[src/rtl/shed_pkg.sv]
package shed_pkg;
  localparam int ST_W  = 2;
  localparam int ACT_W = 3;

  typedef enum logic [ST_W-1:0] {
    ST_ALL_ON   = 2'd0,
    ST_L2_OFF   = 2'd1,
    ST_BOTH_OFF = 2'd2,
    ST_GEN_ON   = 2'd3
  } shed_state_e;

  typedef enum logic [ACT_W-1:0] {
    ACT_HOLD    = 3'd0,
    ACT_SHED    = 3'd1,
    ACT_RESTORE = 3'd2,
    ACT_GEN_UP  = 3'd3,
    ACT_GEN_DN  = 3'd4
  } shed_act_e;
endpackage

[src/rtl/shed_margin_cmp.sv]
module shed_margin_cmp #(
  parameter int PWR_W = 16,
  parameter int HYST  = 16
) (
  input  logic [PWR_W-1:0] gen_pwr,
  input  logic [PWR_W-1:0] load_pwr,
  output logic             deficit,
  output logic             surplus
);
  localparam int EXT_W = PWR_W + 2;
  localparam logic [EXT_W-1:0] HYST_EXT = EXT_W'(HYST);

  logic [EXT_W-1:0] gen_ext, load_ext;

  always_comb begin
    gen_ext  = {2'b00, gen_pwr};
    load_ext = {2'b00, load_pwr};
    // strict margin: a difference equal to HYST is treated as balanced
    deficit  = load_ext > (gen_ext + HYST_EXT);
    surplus  = gen_ext > (load_ext + HYST_EXT);
  end

  always_comb begin
    a_r7_not_both: assert (!(deficit && surplus));
  end
endmodule

[src/rtl/shed_step_fsm.sv]
module shed_step_fsm
  import shed_pkg::*;
(
  input  logic        clk,
  input  logic        rst,
  input  logic        eval,
  input  logic        deficit,
  input  logic        surplus,
  output shed_state_e state,
  output shed_act_e   action,
  output logic        ncl1_on,
  output logic        ncl2_on,
  output logic        dg_on
);
  shed_state_e nxt_state;
  shed_act_e   nxt_action;

  always_comb begin
    nxt_state  = state;
    nxt_action = ACT_HOLD;
    unique case (state)
      ST_ALL_ON: begin
        if (deficit) begin
          nxt_state  = ST_L2_OFF;
          nxt_action = ACT_SHED;
        end
      end
      ST_L2_OFF: begin
        if (deficit) begin
          nxt_state  = ST_BOTH_OFF;
          nxt_action = ACT_SHED;
        end else if (surplus) begin
          nxt_state  = ST_ALL_ON;
          nxt_action = ACT_RESTORE;
        end
      end
      ST_BOTH_OFF: begin
        if (deficit) begin
          nxt_state  = ST_GEN_ON;
          nxt_action = ACT_GEN_UP;
        end else if (surplus) begin
          nxt_state  = ST_L2_OFF;
          nxt_action = ACT_RESTORE;
        end
      end
      ST_GEN_ON: begin
        // releasing the generator outranks any restore
        if (surplus) begin
          nxt_state  = ST_BOTH_OFF;
          nxt_action = ACT_GEN_DN;
        end
      end
      default: begin
        nxt_state  = ST_ALL_ON;
        nxt_action = ACT_HOLD;
      end
    endcase
  end

  always_ff @(posedge clk) begin
    if (rst) begin
      state   <= ST_ALL_ON;
      action  <= ACT_HOLD;
      ncl1_on <= 1'b1;
      ncl2_on <= 1'b1;
      dg_on   <= 1'b0;
    end else if (eval) begin
      state   <= nxt_state;
      action  <= nxt_action;
      ncl1_on <= (nxt_state == ST_ALL_ON) || (nxt_state == ST_L2_OFF);
      ncl2_on <= (nxt_state == ST_ALL_ON);
      dg_on   <= (nxt_state == ST_GEN_ON);
    end
  end

  a_r3_l1_after_l2: assert property (@(posedge clk) disable iff (rst)
    $fell(ncl1_on) |-> $past(!ncl2_on));
  a_r4_l2_after_l1: assert property (@(posedge clk) disable iff (rst)
    $rose(ncl2_on) |-> $past(ncl1_on));
  a_r5_gen_start: assert property (@(posedge clk) disable iff (rst)
    $rose(dg_on) |-> $past(eval && deficit && !ncl1_on && !ncl2_on));
  a_r6_single_step: assert property (@(posedge clk) disable iff (rst)
    1'b1 |=> $countones({ncl1_on, ncl2_on, dg_on} ^ $past({ncl1_on, ncl2_on, dg_on})) <= 1);
  a_r8_gen_release_first: assert property (@(posedge clk) disable iff (rst)
    dg_on |=> !ncl1_on);
endmodule

[src/rtl/shed_status_pack.sv]
module shed_status_pack
  import shed_pkg::*;
#(
  parameter int STAT_W = ACT_W + ST_W + 3
) (
  input  shed_act_e   action,
  input  shed_state_e state,
  input  logic        dg_on,
  input  logic        ncl1_on,
  input  logic        ncl2_on,
  output logic [STAT_W-1:0] status
);
  always_comb begin
    status = {action, state, dg_on, ncl1_on, ncl2_on};
  end
endmodule

[src/rtl/shed_supervisor.sv]
module shed_supervisor
  import shed_pkg::*;
#(
  parameter int PWR_W = 16,
  parameter int HYST  = 16
) (
  input  logic             clk,
  input  logic             rst,
  input  logic             eval_i,
  input  logic [PWR_W-1:0] gen_pwr_i,
  input  logic [PWR_W-1:0] load_pwr_i,
  output logic             ncl1_on_o,
  output logic             ncl2_on_o,
  output logic             dg_on_o,
  output logic [7:0]       status_o
);
  localparam int STAT_W = ACT_W + ST_W + 3;

  logic        deficit, surplus;
  shed_state_e state;
  shed_act_e   action;
  logic [STAT_W-1:0] status_w;

  shed_margin_cmp #(.PWR_W(PWR_W), .HYST(HYST)) u_cmp (
    .gen_pwr  (gen_pwr_i),
    .load_pwr (load_pwr_i),
    .deficit  (deficit),
    .surplus  (surplus)
  );

  shed_step_fsm u_fsm (
    .clk     (clk),
    .rst     (rst),
    .eval    (eval_i),
    .deficit (deficit),
    .surplus (surplus),
    .state   (state),
    .action  (action),
    .ncl1_on (ncl1_on_o),
    .ncl2_on (ncl2_on_o),
    .dg_on   (dg_on_o)
  );

  shed_status_pack #(.STAT_W(STAT_W)) u_pack (
    .action  (action),
    .state   (state),
    .dg_on   (dg_on_o),
    .ncl1_on (ncl1_on_o),
    .ncl2_on (ncl2_on_o),
    .status  (status_w)
  );

  assign status_o = status_w;

  a_r6_quiet_without_eval: assert property (@(posedge clk) disable iff (rst)
    !eval_i |=> $stable(status_o));
  a_r7_balanced_holds: assert property (@(posedge clk) disable iff (rst)
    (eval_i && !deficit && !surplus) |=> $stable({ncl1_on_o, ncl2_on_o, dg_on_o}));
  a_r9_hold_code: assert property (@(posedge clk) disable iff (rst)
    (eval_i && !deficit && !surplus) |=> (status_o[7:5] == 3'd0));
endmodule

[config.mk]
export PLATFORM = sky130hd
export DESIGN_NAME = shed_supervisor
export DESIGN_NICKNAME = d
export VERILOG_FILES = /design/src/rtl/shed_pkg.sv /design/src/rtl/shed_margin_cmp.sv /design/src/rtl/shed_step_fsm.sv /design/src/rtl/shed_status_pack.sv /design/src/rtl/shed_supervisor.sv
export SDC_FILE = /design/constraint.sdc
export NUM_CORES = 1
export LEC_CHECK = 0
export ABC_AREA = 0
export CAP_MARGIN = 30
export CORE_MARGIN = 2
export CORE_UTILIZATION = 30
export DETAILED_ROUTE_END_ITERATION = 7
export DONT_BUFFER_PORTS = 1
export PLACE_DENSITY = 0.45
export SYNTH_ARGS = -nofsm -noshare
export SYNTH_HDL_FRONTEND = slang
export SYNTH_SLANG_ARGS = --single-unit
[constraint.sdc]
create_clock -name clk -period 3.1 [get_ports clk]
set_input_delay 0.155 -clock clk [delete_from_list [all_inputs] [get_ports clk]]
set_output_delay 0.155 -clock clk [all_outputs]
set_load 0.02 [all_outputs]
# Word level (Yosys, flattened, before mapping)
# Index checks and enable logic that the tools add are counted.
# op_classes
n_eq_ne	5
n_reduce_logical	3
n_mux	13
add_sub_neg	2
order_cmp	2
# op_table
cell	n
> comparator 16 x 18 -> 1 bit	2
adder 16 x 5 -> 17 bit, second input constant	2
2-to-1 mux 2 bit	8
case mux 3 bit (4 select lines)	1
case mux 2 bit (4 select lines)	1
equality test 2 bit, second input constant	3
2-to-1 mux 3 bit	2
equality test 2 x 1 -> 1 bit, second input constant	2
logical NOT 2 bit	2
logical OR 1 bit	1
2-to-1 mux 1 bit	1
# totals
regBits	8

# Longest topological paths before layout
# logic_depth
word_depth	7
ltp_mapped	14

# By module
# Synthesis repeated with hierarchy kept, for this count alone.
# hier_totals
hier_cells	201
area_unflattened_um2	1581.5
# modules_own_cells
mod	cells_per_inst	area_each_um2	n_inst
shed_margin_cmp	147	1126.1	1
shed_step_fsm	46	395.4	1
shed_status_pack	8	60.1	1

# Least setup slack after synthesis
# OpenSTA, ideal clock, no wires.
# synth_path
path_type	input port to flip-flop
from	in load_pwr_i[4]
to	reg u_fsm.ncl2_on
path_stages	14
t_arrival_ps	2511
n_path_buf	0
setup_slack_ps	469
path_cell_list	ha_1 nand3_1 inv_1 and3_1 nand3_1 xor2_1 ha_1 nand4_1 nor2_1 a211o_1 a2111oi_4 or2_1 a2111oi_0 a211o_1
# synth_via
elab_chain_len	6
word_cells_on_any_way	11
# synth_lines
element	line	source
start: declaration	shed_supervisor.sv:11	input logic [PWR_W-1:0] load_pwr_i,
adder 16 x 5 -> 17 bit	shed_margin_cmp.sv:20	surplus = gen_ext > (load_ext + HYST_EXT);
> comparator 16 x 18 -> 1 bit	shed_margin_cmp.sv:20	
2-to-1 mux 2 bit, on equally long branches	shed_step_fsm.sv:41, shed_step_fsm.sv:32	
2-to-1 mux 2 bit, on equally long branches	shed_step_fsm.sv:38, shed_step_fsm.sv:29	
case mux 2 bit (4 select lines) (*)	shed_step_fsm.sv:21	unique case (state)
logical NOT 2 bit (*)	shed_step_fsm.sv:71	ncl2_on <= (nxt_state == ST_ALL_ON);
end signal: assignment	shed_step_fsm.sv:71	
end: declaration	shed_step_fsm.sv:12	output logic ncl2_on,
# Mark *: on every way between the ends. The rest lies on a longest branch, timed or not.
# A chain may end at the register's enable or synchronous reset.

# Worst setup path after layout
# Same ends and word-level chain as after synthesis.

==> impl_metrics.yaml <==
worst_setup_path:
  worst-setup-path-type: "input pin to flip-flop"
  required_ps: 3220
  path_max_fanout: 4
  end_kind: "flip-flop"
  crit_family: "compound AO/OA/AOI/OAI gates"
  crit_arrival_ps: 2780
  cp_slowest_stage_delay_ps: 390
  rr_worst_depth: 4
  r2r_start: "u_fsm.state[0]"
  rrSetupSlack_ps: 1700
  crit_path_start_kind: "input pin"
  crit_path_top_delay_cell: "a2111oi_4"
  crit_chain: "ha_1 > nand3_1 > inv_1 > and3_1 > nand3_1 > xor2_1 > ha_1 > nand4_1 > nor2_1 > a211o_1 > a2111oi_4 > or2_1 > a2111oi_0 > a211o_1"
  reg2reg_to: "u_fsm.state[1]"
  startpoint: "load_pwr_i[4]"
  path_buf_inv: 1
place:
  io_buffers: 0
  dp_cells: 254
  place.gp.congestion: 0.828
  post-dp-hpwl_mm: 3.25
cells_and_area:
  finish.utilization_pct: 33.8
  fillerInstances: 521
  drive_gt1_share_pct: 3.65
  layout.nets: 262
  areaGrowthSynthToFinish_pct: 7.92
  multiInputGateArea_um2: 1250
  post_layout_nonfiller_instances: 259
  diodes: 0
  final-seq-area_um2: 160
global_routing:
  grt_pass1_wl_mm: 6.33
  grt_use_total_pct: 14.0
  grt_max_degree: 12
  grt_overflow: 0
  antenna_found_initial: 0
  grt_pass1_vias: 1420
floorplanning:
  die_width_um: 74.7
  dieArea_um2: 5580
  fp.coreArea_um2: 4790
  rows: 25
  die_h_um: 74.7
  initial_utilization_pct: 31.3
  ios: 46
sta:
  rsz0062_at_grt: "false"
  setup_violations: 0
  period_minus_slack_ps: 2660
  relSlewSlack_pct: 67.2
  finalHoldViolCount: 0
  tightest_slew_ps: 492
  clock.fmax_ghz: 0.376
  fin_crit_sh_pct: 85.7
  finalSetupTns_ps: 0
  drv_slew: 0
  holdWs_ps: 22.7
  clock_skew_ps: 5.13
clock_network:
  clk_pin_slew_worst_paths_ps: 40
  tritoncts: "done"
  postCtsSetupBuffers: 0
  clkLatencyLatePin_ps: 230
  clock-root-buffer: "clkbuf_8"
  cts_resized: 0
  cts_buffer_depth: 2
  cts_max_level: 1
  clock-sinks: 8
  numCtsBuffers: 3
yosys:
  synth_area_per_cell_um2: 7.85
  synth_top_area_share_pct: 27.5
  ys_seq_area_share_pct: 10.7
  synth-main-ff-cell: "dfxtp_1"
  yosysMostFrequentCell: "ha_1"
  ys_types: 39
  synth_edf_count: 0
  synth.area.top_cells: "ha_1, dfxtp_1, xor2_1"
  synthCells: 191
  syn-num-nets: 259
  yosys.area.top_type: "ha_1"
  yosys-top-cells-count: "ha_1, nand3_1, inv_1, nand2_1"
  netlist_area_um2: 1500
  async_flop_share_pct: 0
  ys_seq_elements: 8
  ys_warn_count: 0
power_and_ir_drop:
  power_density_nw_per_um2: 268
  p_leak_nw: 0.701
  ir_drop_mv: 0.179
detailed_routing:
  dr.pass1.iters: 4
  drc: 0
  wire_per_inst_um: 14.4
  drt_iter0_drc: 103
  viasPerCell: 5.32
  vias: 1377
  wl_mm: 3.72
  ant_nets: 0
job:
  drv_cap: 0
min_path:
  hold_path_depth: 1
  holdPathEnd: "u_fsm.ncl2_on"
  hold_path.startpoint: "rst"
  hp-class: "input pin to flip-flop"
run_status:
  status: "finished clean"
[registers in the layout, summed over array words and instances, names as in the netlist]
| register | count |
|---|---|
| u_fsm.action | 3 |
| u_fsm.dg_on | 1 |
| u_fsm.ncl1_on | 1 |
| u_fsm.ncl2_on | 1 |
| u_fsm.state | 2 |
[cell families after synthesis]
group           share of synthesized area, %
simple gates                            21.9
xor+xnor                                11.7
compound gates                          20.6
fa+ha+maj                               27.5
mux                                     1.67
buf+inv                                 6.00
flops                                   10.7
[power breakdown]
part / switching (W) / internal, W / leakage, nW
Sequential: 0.0000259 / 0.000112 / 0.0657
Clock: 0.0000417 / 0.0000842 / 0.0216
Combinational: 0.0000881 / 0.0000823 / 0.613
[metal layers]
| layer | share of wire, % | GRT usage, % | vias up |
|---|---|---|---|
| met3 | 7.7 | 3.21 | 0 |
| met5 | 0 | 0 | - |
| met1 | 48 | 18.9 | 634 |
| met4 | 0 | 0.595 | 0 |
| li1 | - | - | 701 |
| met2 | 44 | 24.1 | 42 |
[stage by stage]
step	power [W]	setup slack [ps]	area [um^2]
3_5_place_dp	0.000308	223	1560
3_3_place_gp	0.000305	210	1560
6_report	0.000434	442	1620
5_1_grt	0.000473	289	1620
2_1_floorplan	0.000279	469	1500
4_1_cts	0.000438	455	1610
[worst reg2reg max path, cell delays in order, from the launching register on]
cell and delay (ps):
dfxtp_1 620, nor2_1 160, a21oi_1 170, o31a_1 200, a21boi_1 170
[cells in the final DEF (no fill, tap or decap), types with 4 or more instances in the layout]
cell	netlist	routed
xnor2_1	9	9
dfxtp_1	8	8
o21ai_0	5	5
inv_1	16	16
a211o_1	4	4
nand3_1	17	17
o31a_1	5	5
nor2_1	11	11
and3_1	8	8
xor2_1	11	11
nand2_1	16	16
a21oi_1	9	9
nand4_1	5	5
ha_1	33	33
[final cells by class]
cell class                      instances  share of cell area [%]
Multi-Input combinational cell        162                    77.2
Inverter                               17                    3.94
Sequential cell                         8                    9.89
Timing Repair Buffer                    2                    1.24
Clock buffer                            3                    2.55
Tap cell                               67                    5.18
[worst max-delay path by stage]
stage / to / depth (start not counted)
2_1_floorplan: u_fsm.ncl2_on / 14
3_3_place_gp: u_fsm.ncl2_on / 14
3_5_place_dp: u_fsm.ncl2_on / 14
4_1_cts: u_fsm.ncl2_on / 14
5_1_grt: u_fsm.ncl2_on / 14
6_report: u_fsm.ncl2_on / 14
[timing repair]
item                       CTS  global route
setup endpoints to repair    0             0
hold endpoints to repair     3             1
hold buffers                 1             1
Note: power is estimated with default switching activity, not from simulation.
